[config.mk]
export PLATFORM = sky130hd
export DESIGN_NAME = remote_word_proxy
export DESIGN_NICKNAME = d
export VERILOG_FILES = /design/src/rtl/rwp_pkg.sv /design/src/rtl/rwp_decode.sv /design/src/rtl/rwp_table.sv /design/src/rtl/rwp_batcher.sv /design/src/rtl/remote_word_proxy.sv
export SDC_FILE = /design/constraint.sdc
export NUM_CORES = 2
export LEC_CHECK = 0
export BUFFER_PORTS_ARGS = -buffer_cell sky130_fd_sc_hd__buf_4
export CORE_ASPECT_RATIO = 1.25
export CORE_MARGIN = 2
export CORE_UTILIZATION = 30
export DETAILED_ROUTE_END_ITERATION = 8
export GPL_TIMING_DRIVEN = 0
export PLACE_DENSITY_LB_ADDON = 0.15
export SYNTH_ARGS = -nofsm -noshare
export SYNTH_HDL_FRONTEND = slang
export SYNTH_HIERARCHICAL = 1
export SYNTH_SLANG_ARGS = --single-unit
export TNS_END_PERCENT = 20
[constraint.sdc]
create_clock -name clk -period 6.9 [get_ports clk]
set_input_delay 1.38 -clock clk [delete_from_list [all_inputs] [get_ports clk]]
set_output_delay 1.38 -clock clk [all_outputs]
set_load 0.03 [all_outputs]
[src/rtl/rwp_pkg.sv]
`timescale 1ns/1ps
package rwp_pkg;
  typedef enum logic [1:0] {
    CMD_NONE     = 2'b00,
    CMD_ISSUE    = 2'b01,
    CMD_COMPLETE = 2'b10,
    CMD_RSVD     = 2'b11
  } rwp_cmd_e;
endpackage

[src/rtl/rwp_decode.sv]
`timescale 1ns/1ps
module rwp_decode
  import rwp_pkg::*;
#(
  parameter int AW = 30,
  parameter int NB = 2
) (
  input  logic [AW-1:0]      addr,
  output rwp_cmd_e           cmd,
  output logic [AW-3:0]      gword,
  output logic [NB-1:0]      node,
  output logic [AW-3-NB:0]   offs
);
  assign cmd   = rwp_cmd_e'(addr[AW-1:AW-2]);
  assign gword = addr[AW-3:0];
  assign node  = gword[NB-1:0];
  assign offs  = gword[AW-3:NB];
endmodule

[src/rtl/rwp_table.sv]
`timescale 1ns/1ps
module rwp_table #(
  parameter int DEPTH = 4,
  parameter int GW    = 28,
  parameter int DW    = 64,
  parameter int TAGW  = $clog2(DEPTH)
) (
  input  logic            clk,
  input  logic            rst_n,
  input  logic            alloc_en,
  input  logic [GW-1:0]   alloc_addr,
  input  logic            free_en,
  input  logic [TAGW-1:0] free_idx,
  input  logic            rsp_en,
  input  logic [TAGW-1:0] rsp_tag,
  input  logic [DW-1:0]   rsp_data,
  input  logic [GW-1:0]   look_addr,
  output logic            full,
  output logic [TAGW-1:0] alloc_idx,
  output logic            hit,
  output logic [TAGW-1:0] hit_idx,
  output logic            hit_done,
  output logic [DW-1:0]   hit_data
);
  logic [DEPTH-1:0] vld_q, vld_d, done_q, done_d, match;
  logic [GW-1:0]    adr_q [DEPTH];
  logic [DW-1:0]    dat_q [DEPTH];

  always_comb begin
    alloc_idx = '0;
    hit_idx   = '0;
    for (int i = DEPTH - 1; i >= 0; i--) begin
      match[i] = vld_q[i] && (adr_q[i] == look_addr);
      if (!vld_q[i]) alloc_idx = TAGW'(i);
      if (match[i])  hit_idx   = TAGW'(i);
    end
  end

  assign full     = &vld_q;
  assign hit      = |match;
  assign hit_done = done_q[hit_idx];
  assign hit_data = dat_q[hit_idx];

  always_comb begin
    vld_d  = vld_q;
    done_d = done_q;
    if (free_en) vld_d[free_idx] = 1'b0;
    if (alloc_en) begin
      vld_d[alloc_idx]  = 1'b1;
      done_d[alloc_idx] = 1'b0;
    end
    if (rsp_en && vld_q[rsp_tag]) done_d[rsp_tag] = 1'b1;
  end

  always_ff @(posedge clk or negedge rst_n) begin
    if (!rst_n) begin
      vld_q  <= '0;
      done_q <= '0;
    end else begin
      vld_q  <= vld_d;
      done_q <= done_d;
    end
  end

  for (genvar e = 0; e < DEPTH; e++) begin : g_ent
    always_ff @(posedge clk) begin
      if (alloc_en && alloc_idx == TAGW'(e)) adr_q[e] <= alloc_addr;
      if (rsp_en && rsp_tag == TAGW'(e))     dat_q[e] <= rsp_data;
    end
  end
endmodule

[src/rtl/rwp_batcher.sv]
`timescale 1ns/1ps
module rwp_batcher #(
  parameter int NB    = 2,
  parameter int BATCH = 2,
  parameter int TMO   = 8,
  parameter int EW    = 93,
  parameter int NODES = 1 << NB,
  parameter int CW    = $clog2(BATCH + 1)
) (
  input  logic                clk,
  input  logic                rst_n,
  input  logic                push_en,
  input  logic [NB-1:0]       push_node,
  input  logic [EW-1:0]       push_entry,
  input  logic                tx_ready,
  output logic [NODES-1:0]    pend,
  output logic                tx_valid,
  output logic [NB-1:0]       tx_node,
  output logic [CW-1:0]       tx_count,
  output logic [BATCH*EW-1:0] tx_words
);
  localparam int TW = $clog2(TMO + 1);

  logic [CW-1:0]       cnt_a [NODES];
  logic [BATCH*EW-1:0] buf_a [NODES];
  logic [NB-1:0]       pri_sel, sel, sel_q;
  logic                hold_q;

  always_comb begin
    pri_sel = '0;
    for (int n = NODES - 1; n >= 0; n--)
      if (pend[n]) pri_sel = NB'(n);
  end

  assign sel      = hold_q ? sel_q : pri_sel;
  assign tx_valid = |pend;
  assign tx_node  = sel;
  assign tx_count = cnt_a[sel];
  assign tx_words = buf_a[sel];

  always_ff @(posedge clk or negedge rst_n) begin
    if (!rst_n) begin
      hold_q <= 1'b0;
      sel_q  <= '0;
    end else begin
      hold_q <= tx_valid && !tx_ready;
      if (tx_valid) sel_q <= sel;
    end
  end

  for (genvar n = 0; n < NODES; n++) begin : g_node
    logic [CW-1:0]       cnt_q, cnt_d;
    logic [TW-1:0]       tmr_q, tmr_d;
    logic [BATCH*EW-1:0] slots_q;
    logic                push_here, flush;

    assign push_here = push_en && (push_node == NB'(n));
    assign flush     = tx_valid && tx_ready && (sel == NB'(n));
    assign pend[n]   = (cnt_q == CW'(BATCH)) || (tmr_q >= TW'(TMO));
    assign cnt_a[n]  = cnt_q;
    assign buf_a[n]  = slots_q;

    always_comb begin
      cnt_d = cnt_q;
      tmr_d = tmr_q;
      if (flush) begin
        cnt_d = '0;
        tmr_d = '0;
      end else if (push_here) begin
        cnt_d = cnt_q + CW'(1);
        if (cnt_q == '0)          tmr_d = '0;
        else if (tmr_q < TW'(TMO)) tmr_d = tmr_q + TW'(1);
      end else if (cnt_q != '0 && tmr_q < TW'(TMO)) begin
        tmr_d = tmr_q + TW'(1);
      end
    end

    always_ff @(posedge clk or negedge rst_n) begin
      if (!rst_n) begin
        cnt_q <= '0;
        tmr_q <= '0;
      end else begin
        cnt_q <= cnt_d;
        tmr_q <= tmr_d;
      end
    end

    always_ff @(posedge clk) begin
      if (push_here) slots_q[int'(cnt_q)*EW +: EW] <= push_entry;
    end
  end
endmodule

[src/rtl/remote_word_proxy.sv]
`timescale 1ns/1ps
module remote_word_proxy
  import rwp_pkg::*;
#(
  parameter int AW    = 30,
  parameter int DW    = 64,
  parameter int NB    = 2,
  parameter int DEPTH = 4,
  parameter int BATCH = 2,
  parameter int TMO   = 8,
  parameter int TAGW  = $clog2(DEPTH),
  parameter int CW    = $clog2(BATCH + 1),
  parameter int EW    = 1 + TAGW + (AW - 2 - NB) + DW
) (
  input  logic                clk,
  input  logic                rst_n,
  input  logic                cpu_req,
  input  logic                cpu_we,
  input  logic [AW-1:0]       cpu_addr,
  input  logic [DW-1:0]       cpu_wdata,
  output logic                cpu_ack,
  output logic                cpu_err,
  output logic [DW-1:0]       cpu_rdata,
  output logic                tx_valid,
  input  logic                tx_ready,
  output logic [NB-1:0]       tx_node,
  output logic [CW-1:0]       tx_count,
  output logic [BATCH*EW-1:0] tx_words,
  input  logic                rx_valid,
  input  logic [TAGW-1:0]     rx_tag,
  input  logic [DW-1:0]       rx_data
);
  localparam int GW    = AW - 2;
  localparam int OFFW  = GW - NB;
  localparam int NODES = 1 << NB;

  rwp_cmd_e         dec_cmd;
  logic [GW-1:0]    dec_gword;
  logic [NB-1:0]    dec_node;
  logic [OFFW-1:0]  dec_offs;
  logic             tbl_full, tbl_hit, tbl_done;
  logic [TAGW-1:0]  tbl_alloc, tbl_hit_idx;
  logic [DW-1:0]    tbl_data;
  logic [NODES-1:0] node_pend;
  logic             is_issue, is_cmpl, is_bad, issue_ok, cmpl_ok, cmpl_miss;
  logic [EW-1:0]    new_entry;

  rwp_decode #(.AW(AW), .NB(NB)) u_dec (
    .addr(cpu_addr), .cmd(dec_cmd), .gword(dec_gword),
    .node(dec_node), .offs(dec_offs)
  );

  assign is_issue  = cpu_req && (dec_cmd == CMD_ISSUE);
  assign is_cmpl   = cpu_req && (dec_cmd == CMD_COMPLETE);
  assign is_bad    = cpu_req && !is_issue && !is_cmpl;
  assign issue_ok  = is_issue && !tbl_full && !node_pend[dec_node];
  assign cmpl_ok   = is_cmpl && tbl_hit && tbl_done;
  assign cmpl_miss = is_cmpl && !tbl_hit;

  assign cpu_ack   = issue_ok || cmpl_ok || cmpl_miss || is_bad;
  assign cpu_err   = cmpl_miss || is_bad;
  assign cpu_rdata = (cmpl_ok && !cpu_we) ? tbl_data : '0;
  assign new_entry = {cpu_we, tbl_alloc, dec_offs, (cpu_we ? cpu_wdata : {DW{1'b0}})};

  rwp_table #(.DEPTH(DEPTH), .GW(GW), .DW(DW), .TAGW(TAGW)) u_table (
    .clk(clk), .rst_n(rst_n),
    .alloc_en(issue_ok), .alloc_addr(dec_gword),
    .free_en(cmpl_ok), .free_idx(tbl_hit_idx),
    .rsp_en(rx_valid), .rsp_tag(rx_tag), .rsp_data(rx_data),
    .look_addr(dec_gword),
    .full(tbl_full), .alloc_idx(tbl_alloc),
    .hit(tbl_hit), .hit_idx(tbl_hit_idx), .hit_done(tbl_done), .hit_data(tbl_data)
  );

  rwp_batcher #(.NB(NB), .BATCH(BATCH), .TMO(TMO), .EW(EW), .NODES(NODES), .CW(CW)) u_batch (
    .clk(clk), .rst_n(rst_n),
    .push_en(issue_ok), .push_node(dec_node), .push_entry(new_entry),
    .tx_ready(tx_ready), .pend(node_pend),
    .tx_valid(tx_valid), .tx_node(tx_node), .tx_count(tx_count), .tx_words(tx_words)
  );
endmodule

==> metrics.sh <==
MAX_SLEW.WORST_PIN.SLEW_NS=1.56
SYNTH-SEQ-CELLS=1147
GRT_START_MAX_NET_PINS=51
MAX-VDD-IR-DROP_mV=0.367
TIMING_MAX_TRANSITION_VIOLATIONS_FINAL=11
CRITPATHLAUNCHTYPE='flip-flop'
GRT_PASS1_VIAS=31127
SETUP.WORST_PATH.CLASS='flip-flop to output port'
WORST_SLEW_MARGIN_REL=-0.0381
LAYOUT.CELL_AREA.NON_FILLER_UM2=62600
FILLERS=16620
R2R.WORST_PATH.CELLS=10
DRT_PASS1_ITERATIONS=7
CLOCK_TREE_FROM_TRITONCTS='done'
SYNTH_AREA_UM2=52100
MIN-DELAY-START='u_batch/sel_q[1]'
HOLD_END='u_batch/sel_q[1]'
DRT_ITER0_DRC=2961
PLACED_CELL_AREA_UM2=58600
POST_SYNTH_NUM_CELL_TYPES=59
R2R_SETUP_SLACK_NS=1.40
POST_DP_HPWL_MM=129
DETAIL_ROUTE.WIRELENGTH_MM=191
MOSTFREQUENTLAYOUTCELL='edfxtp_1'
FINAL-SETUP-VIOL-COUNT=0
WL_PER_CELL_UM=30.1
FINAL_CRITICAL_PATH_SETUP_SLACK_NS=0.148
FINISH.UTILIZATION=0.362
CLOCK_INSERTION_DELAY_AT_THE_LATER_PIN_OF_THE_SKEW_REPORT_NS=0.78
DRC_ERRORS=0
POSTSYNTH.TOPFLOPCELL='edfxtp_1'
FINAL-HOLD-VIOLATION-COUNT=0
FIN_CRIT_SH=0.979
VIASPERCELL=4.95
TIMING.HOLD.WORST.CLASS='flip-flop to flip-flop'
DP_SLACK_NS=-0.254
SYNTHESIS.INSTANCES=3429
PATH_MAX_FANOUT=11
AREA.GROWTH.SYNTH_TO_FINAL_PCT=20.1
SYN-NUM-NETS=3619
VIAS=31461
CP_DATA_REQUIRED_TIME_NS=5.52
FLOORPLAN.ROWS=171
POST_CTS_HOLD_BUFFER_COUNT=0
CTS_ROOT_BUF='clkbuf_16'
MAX_CAP_VIOL_COUNT=1
GLOBALROUTEOVERFLOWTOTAL=0
IO_BUFFER_COUNT=392
MOST-COMMON-LAYOUT-CELLS='edfxtp_1, mux2i_1, and2_1'
CRITICAL_PATH_SINK_TYPE='output port'
NUMCLOCKSINKS=1147
POWERDENSITY_nW_PER_UM2=517
RSZ0062_AT_GRT='no'
FMAX_GHz=0.148
NNETSFINAL=4173
HOLDPATHSTAGES=1
TIMING.CRITICAL_PATH.ARRIVAL_NS=5.37
POST-ROUTE-MIN-PERIOD_NS=6.75
SYNTH_ENABLE_FLOP_CELLS=1112
POST_ROUTE_ANTENNA_NET_VIOLATION_COUNT=0
DIE_WIDTH_UM=377
YOSYS_WARNINGS=6
CTS_BUF_COUNT=130
GRT_USAGE=0.212
SYN-MEAN-INSTANCE-AREA_UM2=15.2
NUMPLACEDINSTANCES=6099
FINAL_CELL_COUNT_NO_FILL=6354
SYNTHARSTFLOPSHARE=0.0305
CORE_REGION_AREA_UM2=173000
ANTENNA_FOUND_INITIAL=43
START_UTIL=0.301
CTS.PATH.MAX_BUFFERS=3
CLKSLEWWORSTSETUPHOLDPATHS_NS=0.06
VIOLATED_CHECKS='capacitance limit, slew limit'
GRT_PASS1_WL_MM=258
GP_CONGESTION=0.833
R2R_START='u_batch/g_node[1].cnt_q[0]'
RUN_STATUS='complete, but fails checks'
SYNTH_SEQ_AREA_SHARE=0.658
POST_ROUTE_CELLS_DRIVE_ABOVE_1_SHARE=0.193
CRIT-REG2REG-CAPTURE='u_batch/g_node[0].slots_q[152]'
DIE-HEIGHT_UM=470
FLOORPLAN_DIE_AREA_UM2=177000
CLOCK_SKEW_NS=0.0203
IO_PINS=423
LEAKAGE_nW=24.8
TOTALNEGATIVESETUPSLACK_NS=0
HTREE_NUM_LEVELS=4
[cell usage after synthesis, drive strengths merged, types with 3 or more instances]
library cell	instances	area [um^2]
or2	4	27.5
clkbuf	139	523
buf	140	1480
mux2i	761	7620
nor3	11	66.3
nor2	16	60.1
edfxtp	1112	33400
a21oi	14	70.1
nor3b	6	45.0
nor4	18	140
and3	368	2300
and2	516	3230
nand4	15	93.8
xnor2	62	543
bufbuf	4	75.1
a221oi	4	35.0
o21ai	11	58.8
dfrtp	35	876
a22o	3	26.3
a211oi	12	90.1
nand2	28	105
nand2b	4	25.0
inv	32	120
a41oi	5	43.8
ha	24	300
nor2b	3	18.8
xor2	58	508
nand3	4	20.0
[cells by family after synthesis]
kind of cell	synth area share
AOI/OAI and AO/OA	0.00852
xor gates and xnor gates	0.0202
adders and majority gates	0.00576
buffers and inverters	0.0422
DFF	0.658
muxes	0.147
and+or+nand+nor	0.119
[report_power, final]
part	switching (W)	leakage (nW)	internal, W	total (W)
Sequential	0.000149	10.9	0.00823	0.00837
Combinational	0.0121	11.9	0.00535	0.0174
Clock	0.00289	1.91	0.00367	0.00656
Total	0.0151	24.8	0.0172	0.0323
[flip-flops by register name (all words and copies together), names as in the netlist]
| signal | count |
|---|---|
| u_batch/g_node.cnt_q | 8 |
| u_batch/g_node.slots_q | 744 |
| u_batch/g_node.tmr_q | 16 |
| u_batch/hold_q | 1 |
| u_batch/sel_q | 2 |
| u_table/adr_q | 112 |
| u_table/dat_q | 256 |
| u_table/done_q | 4 |
| u_table/vld_q | 4 |
[layout make-up]
type / instances / area, um^2 / share of cell area
inverters: 32 / 120 / 0.00192
well taps: 2249 / 2810 / 0.0450
repair buffers: 422 / 3590 / 0.0574
plain buffers: 283 / 2110 / 0.0337
clock inverters: 58 / 435 / 0.00696
multi-input cells: 1967 / 15700 / 0.251
clock buffers: 170 / 3480 / 0.0556
flip-flops and latches: 1147 / 34300 / 0.548
diodes: 26 / 65.1 / 0.00104
[metrics by stage]
stage | power (W) | hold slack (ns)
after global placement | 0.0258 | 0.489
after CTS | 0.0326 | 0.512
after global routing | 0.0333 | 0.542
final | 0.0323 | 0.510
after detailed placement | 0.0259 | 0.497
after floorplan | 0.0178 | 0.472
[what timing repair did]
action,in CTS,in global routing
pin swaps,0,1
setup buffers,0,1
endpoints found under the hold margin,0,0
resized for setup,5,0
setup endpoints to repair,36,60
[layer usage]
layer / track usage / part of all wire / wire length, um / vias up
li1: - / - / - / 13789
met1: 0.278 / 0.42 / 79800 / 16058
met2: 0.323 / 0.45 / 85500 / 1321
met3: 0.0730 / 0.10 / 19200 / 275
met4: 0.0781 / 0.034 / 6590 / 18
met5: 0 / 0.00060 / 115 / -
[how the worst max path moves through the flow]
| stage | endpoint | slack (ns) | depth (start not counted) | startpoint |
|---|---|---|---|---|
| finish | tx_words[79] | 0.15 | 11 | u_batch/g_node[1].cnt_q[0] |
| floorplan | u_table/dat_q[0][0] | 0.18 | 1 | rx_tag[0] |
| global placement | u_table/done_q[0] | -4.72 | 3 | rx_tag[1] |
| detailed placement | cpu_rdata[16] | -0.25 | 14 | cpu_addr[7] |
| global route | cpu_rdata[9] | 0.09 | 16 | cpu_addr[3] |
| CTS | cpu_rdata[4] | 0.03 | 15 | cpu_addr[3] |
[critical path: stages (launching register included)]
cell	delay (ns)
dfrtp_1	0.48
clkbuf_1	0.83
inv_1	0.26
ha_1	0.33
or2_1	0.27
a21o_1	0.18
a22oi_2	0.29
inv_2	0.08
clkbuf_2	0.48
buf_2	0.43
mux2i_1	0.66
buf_4	0.29
Note: power is estimated with default switching activity, not from simulation.
